### config.mk
export PLATFORM = sky130hd
export DESIGN_NAME = pi_step_ctrl
export DESIGN_NICKNAME = d
export VERILOG_FILES = /design/src/rtl/pi_step_pkg.sv /design/src/rtl/pi_req_capture.sv /design/src/rtl/pi_phase_acc.sv /design/src/rtl/pi_seq.sv /design/src/rtl/pi_step_ctrl.sv
export SDC_FILE = /design/constraint.sdc
export NUM_CORES = 1
export LEC_CHECK = 0
export BUFFER_PORTS_ARGS = -buffer_cell sky130_fd_sc_hd__buf_4
export CORE_UTILIZATION = 49
export DETAILED_ROUTE_END_ITERATION = 12
export GPL_TIMING_DRIVEN = 0
export HOLD_SLACK_MARGIN = 0.15
export PLACE_DENSITY = 0.83
export SKIP_LAST_GASP = 1
export SYNTH_ARGS = -nofsm -noshare
export SYNTH_HDL_FRONTEND = slang
export SYNTH_HIERARCHICAL = 1
export SYNTH_SLANG_ARGS = --single-unit
export TNS_END_PERCENT = 1
### constraint.sdc
create_clock -name clk -period 3.9 [get_ports clk]
set_clock_uncertainty 0.05 [all_clocks]
set_input_delay 0.39 -clock clk [delete_from_list [all_inputs] [get_ports clk]]
set_output_delay 0.39 -clock clk [all_outputs]
set_load 0.05 [all_outputs]
### src/rtl/pi_step_pkg.sv
package pi_step_pkg;

    localparam int PHASE_W = 7;
    localparam int STEP_W  = 4;
    localparam int ADDR_W  = 9;
    localparam int DATA_W  = 16;
    localparam int WORD_W  = STEP_W + 1;

    typedef enum logic [1:0] {
        ST_IDLE,
        ST_WAIT,
        ST_PSTEP
    } seq_state_e;

    typedef struct packed {
        logic              up;
        logic [STEP_W-1:0] step;
    } step_req_t;

    function automatic logic [PHASE_W-1:0] apply_step(
        input logic [PHASE_W-1:0] cur,
        input step_req_t          r
    );
        logic [PHASE_W-1:0] delta;
        delta = PHASE_W'(r.step);
        return r.up ? cur + delta : cur - delta;
    endfunction

endpackage

### src/rtl/pi_req_capture.sv
module pi_req_capture (
    input  logic clk,
    input  logic rst,
    input  logic strobe,
    output logic rise
);
    logic strobe_q;

    always_ff @(posedge clk) begin
        if (rst) strobe_q <= 1'b0;
        else     strobe_q <= strobe;
    end

    assign rise = strobe & ~strobe_q;

    // an edge can never be reported on two consecutive cycles
    a_r2_single_edge: assert property (@(posedge clk) disable iff (rst)
        rise |=> !rise);

endmodule

### src/rtl/pi_phase_acc.sv
module pi_phase_acc
    import pi_step_pkg::*;
(
    input  logic               clk,
    input  logic               rst,
    input  logic               accept,
    input  step_req_t          req,
    output logic [PHASE_W-1:0] phase
);
    always_ff @(posedge clk) begin
        if (rst)         phase <= '0;
        else if (accept) phase <= apply_step(phase, req);
    end

    // the phase is held whenever no request is accepted
    a_r3_hold: assert property (@(posedge clk) disable iff (rst)
        !accept |=> $stable(phase));

endmodule

### src/rtl/pi_seq.sv
module pi_seq
    import pi_step_pkg::*;
#(
    parameter bit REG_MODE = 1'b1
) (
    input  logic              clk,
    input  logic              rst,
    input  logic              rise,
    input  step_req_t         req,
    input  logic              cfg_ready,
    output logic              accept,
    output logic              cfg_pulse,
    output logic              pstep_en,
    output logic [WORD_W-1:0] step_word,
    output logic              done
);
    seq_state_e state;

    assign accept = (state == ST_IDLE) && rise;

    always_ff @(posedge clk) begin
        if (rst) begin
            state     <= ST_IDLE;
            cfg_pulse <= 1'b0;
            pstep_en  <= 1'b0;
            step_word <= '0;
            done      <= 1'b0;
        end else begin
            cfg_pulse <= 1'b0;
            pstep_en  <= 1'b0;
            step_word <= '0;
            done      <= 1'b0;
            case (state)
                ST_IDLE: begin
                    if (rise) begin
                        if (REG_MODE) begin
                            cfg_pulse <= 1'b1;
                            state     <= ST_WAIT;
                        end else begin
                            pstep_en  <= 1'b1;
                            step_word <= {req.up, req.step};
                            state     <= ST_PSTEP;
                        end
                    end
                end
                ST_WAIT: begin
                    if (cfg_ready) begin
                        done  <= 1'b1;
                        state <= ST_IDLE;
                    end
                end
                ST_PSTEP: begin
                    done  <= 1'b1;
                    state <= ST_IDLE;
                end
                default: state <= ST_IDLE;
            endcase
        end
    end

    // configuration strobe lasts one cycle
    a_r4_cfg_one_cycle: assert property (@(posedge clk) disable iff (rst)
        cfg_pulse |=> !cfg_pulse);

    // done lasts one cycle
    a_r5_done_one_cycle: assert property (@(posedge clk) disable iff (rst)
        done |=> !done);

    // in register mode done only follows a sampled ready
    a_r5_done_after_ready: assert property (@(posedge clk) disable iff (rst)
        (done && REG_MODE) |-> $past(cfg_ready));

    // a port-mode step is followed by done
    a_r8_step_then_done: assert property (@(posedge clk) disable iff (rst)
        pstep_en |=> done);

endmodule

### src/rtl/pi_step_ctrl.sv
module pi_step_ctrl
    import pi_step_pkg::*;
#(
    parameter bit               REG_MODE = 1'b1,
    parameter logic [ADDR_W-1:0] CFG_ADDR = 9'h09A
) (
    input  logic               clk,
    input  logic               rst,
    input  logic               req_strobe,
    input  logic               req_up,
    input  logic [STEP_W-1:0]  req_step,
    output logic               shift_done,
    output logic [PHASE_W-1:0] phase_code,
    output logic               pi_enable,
    output logic               pi_override,
    output logic               pi_select,
    output logic               pi_powerdown,
    output logic [WORD_W-1:0]  pi_step_word,
    output logic [ADDR_W-1:0]  cfg_addr,
    output logic               cfg_en,
    output logic               cfg_we,
    output logic [DATA_W-1:0]  cfg_wdata,
    input  logic               cfg_ready
);
    localparam int PAD_W = DATA_W - PHASE_W;

    step_req_t req;
    logic      rise;
    logic      accept;
    logic      cfg_pulse;

    assign req.up   = req_up;
    assign req.step = req_step;

    pi_req_capture u_cap (
        .clk    (clk),
        .rst    (rst),
        .strobe (req_strobe),
        .rise   (rise)
    );

    pi_seq #(.REG_MODE(REG_MODE)) u_seq (
        .clk       (clk),
        .rst       (rst),
        .rise      (rise),
        .req       (req),
        .cfg_ready (cfg_ready),
        .accept    (accept),
        .cfg_pulse (cfg_pulse),
        .pstep_en  (pi_enable),
        .step_word (pi_step_word),
        .done      (shift_done)
    );

    pi_phase_acc u_acc (
        .clk    (clk),
        .rst    (rst),
        .accept (accept),
        .req    (req),
        .phase  (phase_code)
    );

    assign cfg_en       = cfg_pulse;
    assign cfg_we       = cfg_pulse;
    assign cfg_addr     = REG_MODE ? CFG_ADDR : '0;
    assign cfg_wdata    = {{PAD_W{1'b0}}, phase_code};
    assign pi_override  = REG_MODE;
    assign pi_select    = 1'b1;
    assign pi_powerdown = 1'b0;

    // the phase only moves together with a write or a port step
    a_r3_move_with_commit: assert property (@(posedge clk) disable iff (rst)
        !$stable(phase_code) |-> (cfg_en || pi_enable));

    // no second write before the pending one is answered
    a_r6_no_stacked_write: assert property (@(posedge clk) disable iff (rst)
        (cfg_en && !cfg_ready) |=> !cfg_en);

endmodule

Word level (Yosys, flattened, before mapping)
Index checks and enable logic that the tools add are counted.

storage, ports and cells
  bits in registers = 12
  bits of input ports = 9

cells by class
  add/subtract/negate cells = 2
  equality and inequality tests = 4
  muxes and demuxes = 7
  bitwise operators = 3
  reductions and logical operators = 4

operators with widths
  operator            number
  $add 7x4->7         1
  $mux 7              1
  $sub 7x4->7         1
  $mux 2              2
  $pmux 2 s2          1
  $eq 2x1->1 const B  1
  $eq 2x2->1 const B  1
  $logic_not 2->1     1
  $mux 1              2
  $ne 2x1->1 const B  1
  $ne 2x2->1 const B  1
  $not 1->1           2
  $pmux 1 s2          1
  $reduce_and 2->1    1
  $reduce_or 2->1     1
  $and 1x1->1         1
  $logic_and 1x1->1   1

Logic depth before layout (Yosys ltp)
  depth in word-level cells = 4
  gate-level depth with buffers = 9

Modules after synthesis
The synthesis kept the hierarchy.

modules (own cells, without submodules)
  module          instances  cells each  area an instance (um2)  seq. area each (um2)
  pi_phase_acc    1          77          658.1                   140.1
  pi_step_ctrl    1          31          225.2                   0.0
  pi_seq          1          15          142.6                   60.1
  pi_req_capture  1          3           47.5                    20.0

Worst setup path before layout
OpenSTA, ideal clock, no wires.

  kind = input to register
  from = input req_up
  to = register u_acc.phase[6]
  data arrival time = 2.420 ns
  data required time = 3.786 ns
  path slack = 1.367 ns
  stages = 7
  path buffers = 1
  cell sequence = clkbuf_1 -> mux2_2 -> fa_1 -> a21o_1 -> a221o_1 -> or4_1 -> nand4_1

on the way
  word-level cells in the longest chain between the ends = 1

ends and longest elaborated chain
  item                  RTL line            text
  start, declared       pi_step_ctrl.sv:10  input logic req_up,
  $mux 7                pi_step_pkg.sv:26   return r.up ? cur + delta : cur - delta;
  end signal, assigned  pi_phase_acc.sv:12  else if (accept) phase <= apply_step(phase, req);
  end, declared         pi_phase_acc.sv:8   output logic [PHASE_W-1:0] phase

No other way between the ends.
A chain may end at the register's enable or synchronous reset.

Worst setup path in the final report
  from = input req_step[1]
  to = register u_acc.phase[6]

on the way
  word-level cells in the longest chain between the ends = 2

ends and longest elaborated chain
  item                                               RTL line            text
  start, declared                                    pi_step_ctrl.sv:11  input logic [STEP_W-1:0] req_step,
  $sub 7x4->7 / $add 7x4->7 (equally long branches)  pi_step_pkg.sv:26
  $mux 7 (*)                                         pi_step_pkg.sv:26

Mark *: on every way between the ends. The rest lies on a longest branch, timed or not.

==> results.md <==
* Outcome: complete, no violations
* CP startpoint: req_step[1]
* Synth Cell Area at 1070 um2
* Pwr dens at 353 nW/um2
* Final setup TNS at 0 ps
* Cells after DPL at 201
* Launching point of the worst reg2reg path: u_acc/phase[0]
* Ant diodes at 0
* Min Tclk post-route at 2440 ps
* TritonCTS clock tree: built
* Share of post-route cells with drive strength above 1 at 38.2%
* Syn Area/Cell at 8.52 um2
* Fmax at 409 MHz
* Final Hold Violating Endpoints at 0
* Initial antenna violation count at 0
* Async SR Flop Fraction at 0%
* Final period util at 62.7%
* Die area at 2380 um2
* GPL Wtd Cong at 0.804
* Layout area overhead at 30.8%
* First-pass iteration count of the detailed router at 4
* Hold WS at 277 ps
* Die X at 48.8 um
* H-tree depth at 1
* Setup crit start kind: input pin
* Number of flops mapped to enable cells by yosys at 0
* Peak fanout along the critical path at 5
* Final setup fails at 0
* CTS sink count at 11
* Total Routing Usage GR at 17.4%
* Pins over their slew limit at 0
* Worst hold start: cfg_ready
* Synth top area cells: buf_4 24%, dfxtp_1 21%, ha_1 9.3%, nor2_1 2.8%, nor2b_4 2.6%
* Most numerous cell on the critical path: ha_1
* Sequence of cells on the critical path: buf_4 -> inv_1 -> ha_1 -> nor3b_2 -> nor2_1 -> ha_1 -> and3_1 -> a221o_1 -> or4_1 -> nand4_1
* Via Count at 917
* Max Cap Viol at 0
* Initial Util at 53.6%
* Peak supply drop at 0.188 mV
* Cells after synthesis at 126
* Post-route ant nets at 0
* CTS resizes at 0
* RSZ-0062 raised after global routing: no
* Vias in the first global route at 768
* Worst hold path type: input pin to register
* Die H at 48.8 um
* IO Port Bufs at 24
* YS warnings at 6
* CTS Buf Count at 3
* CP Capture Type: register
* Top_reg_cell synth: dfxtp_1
* Largest net degree at the start of global routing at 11
* DP HPWL at 1.66 mm
* Post-layout nets at 197
* Pleak at 0.781 nW
* Top cells by count, synth: 35 x buf_4, 11 x dfxtp_1, 8 x ha_1, 8 x nor2_1, 6 x inv_1
* Crit path kind: input pin to register
* Clk_lat worst skew at 260 ps
* Core outline area at 2000 um2
* Hold_buf cts at 0
* Routed wire per std cell at 9.82 um
* Sequential share of the synthesized area at 20.5%
* Crit path DAT at 2590 ps
* Share of the synthesized area in the top cell type at 24.5%
* WP data required at 4050 ps
* Yosys cell types at 40
* Total Power at 0.000496 W
* Non-filler cells, final at 205
* GRT overflow at 0
* CTS root buf: clkbuf_4
* DRC at 0
* Num ports at 53
* Vias per cell at 4.47
* Critical Path Max Stage Delay at 470 ps
* 1st-iter DRT viols at 12
* Total wire length after detailed routing at 2.01 mm
* Most frequent cell after synthesis: buf_4
* First-pass GRT wire length at 3.26 mm
* Top cell type by total area after synthesis: buf_4
* CTS clk-pin slew, worst paths at 70 ps
* Seq cells post-synth at 11
* Critical path's slowest cell: or4_1
* Post-CTS Setup Inserts at 0
* Worst-case clock buffer depth at 2
* # rows at 16
## power breakdown
part / internal (W) / leakage (nW) / total, W / switching, W
logic: 0.0000973 / 0.676 / 0.000281 / 0.000184
registers: 0.000124 / 0.0905 / 0.000137 / 0.0000131
clock network: 0.0000394 / 0.0150 / 0.0000777 / 0.0000383
total: 0.000260 / 0.781 / 0.000496 / 0.000235
## sequential cells by signal (all words and copies together), names as in the netlist
name	cells
u_seq/cfg_pulse	1
u_cap/strobe_q	1
u_seq/state	1
u_seq/done	1
u_acc/phase	7
## metal layers
metal  up-vias  GRT usage (%)  routed length [um]
met3         2           2.80                 100
met4         0           5.88                  22
li1        479              -                   -
met1       403           21.1                 890
met2        33           31.0                1000
met5         -              0                   0
## placed cells by master (no fill, tap or decap), types with 2 or more instances in the layout
master and count:
and3_1 2, nand2b_1 2, clkbuf_1 3, buf_4 59, clkbuf_4 3, or4_1 2, o21ai_0 3, nor4_1 2
o2111a_1 2, a21oi_1 3, nor2b_4 2, mux2i_1 2, a21o_1 2, a211oi_1 3, ha_1 8, inv_1 6
nor2_1 8, nand2_1 3, o22ai_1 2, xnor2_1 2, conb_1 27, xor2_1 3, dfxtp_1 11
## logic make-up (layout without fill, tap and decap cells)
family / Yosys count / in the layout / synth area share [%]
xor gates and xnor gates: 5 / 5 / 4.08
muxes: 3 / 3 / 2.91
and+or+nand+nor: 33 / 33 / 20.2
buffers and inverters: 44 / 72 / 27.7
AOI/OAI and AO/OA: 18 / 18 / 12.4
adders and majority gates: 9 / 9 / 11.2
other: 3 / 27 / 1.05
DFF: 11 / 11 / 20.5
## final cells by class
| cell class | instances | area [um2] |
|---|---|---|
| sequential | 11 | 220 |
| clock buffer | 4 | 26.3 |
| buffer | 38 | 275 |
| inverter | 6 | 22.5 |
| tap | 27 | 33.8 |
| fill | 184 | 598 |
| multi-input combinational | 95 | 646 |
| timing repair buffer | 24 | 180 |
## through the flow
step	util (%)	cell area [um2]	setup WS [ps]
3_3_place_gp	68.8	1380	1230
6_report	70.1	1400	1460
2_1_floorplan	-	1160	1370
3_5_place_dp	68.8	1380	1210
5_1_grt	70.1	1400	1360
4_1_cts	70.1	1400	1480
## worst max-delay path, delay by kind of cell
family | cells | cell delay [ps]
AND/OR/NAND/NOR | 5 | 1190
buffers and inverters | 2 | 170
AO/OA/AOI/OAI | 1 | 340
adder cells (fa/ha/maj) | 2 | 510
## worst paths after layout
| check | end | slack, ps | depth (start not counted) |
|---|---|---|---|
| setup / recovery | u_acc/phase[6] | 1460 | 10 |
| hold / removal | u_seq/state[0] | 280 | 2 |
| setup reg to reg | u_acc/phase[6] | 1770 | 6 |
| hold reg to reg | u_seq/state[0] | 450 | 1 |
Power figures use the tool's default switching activity.
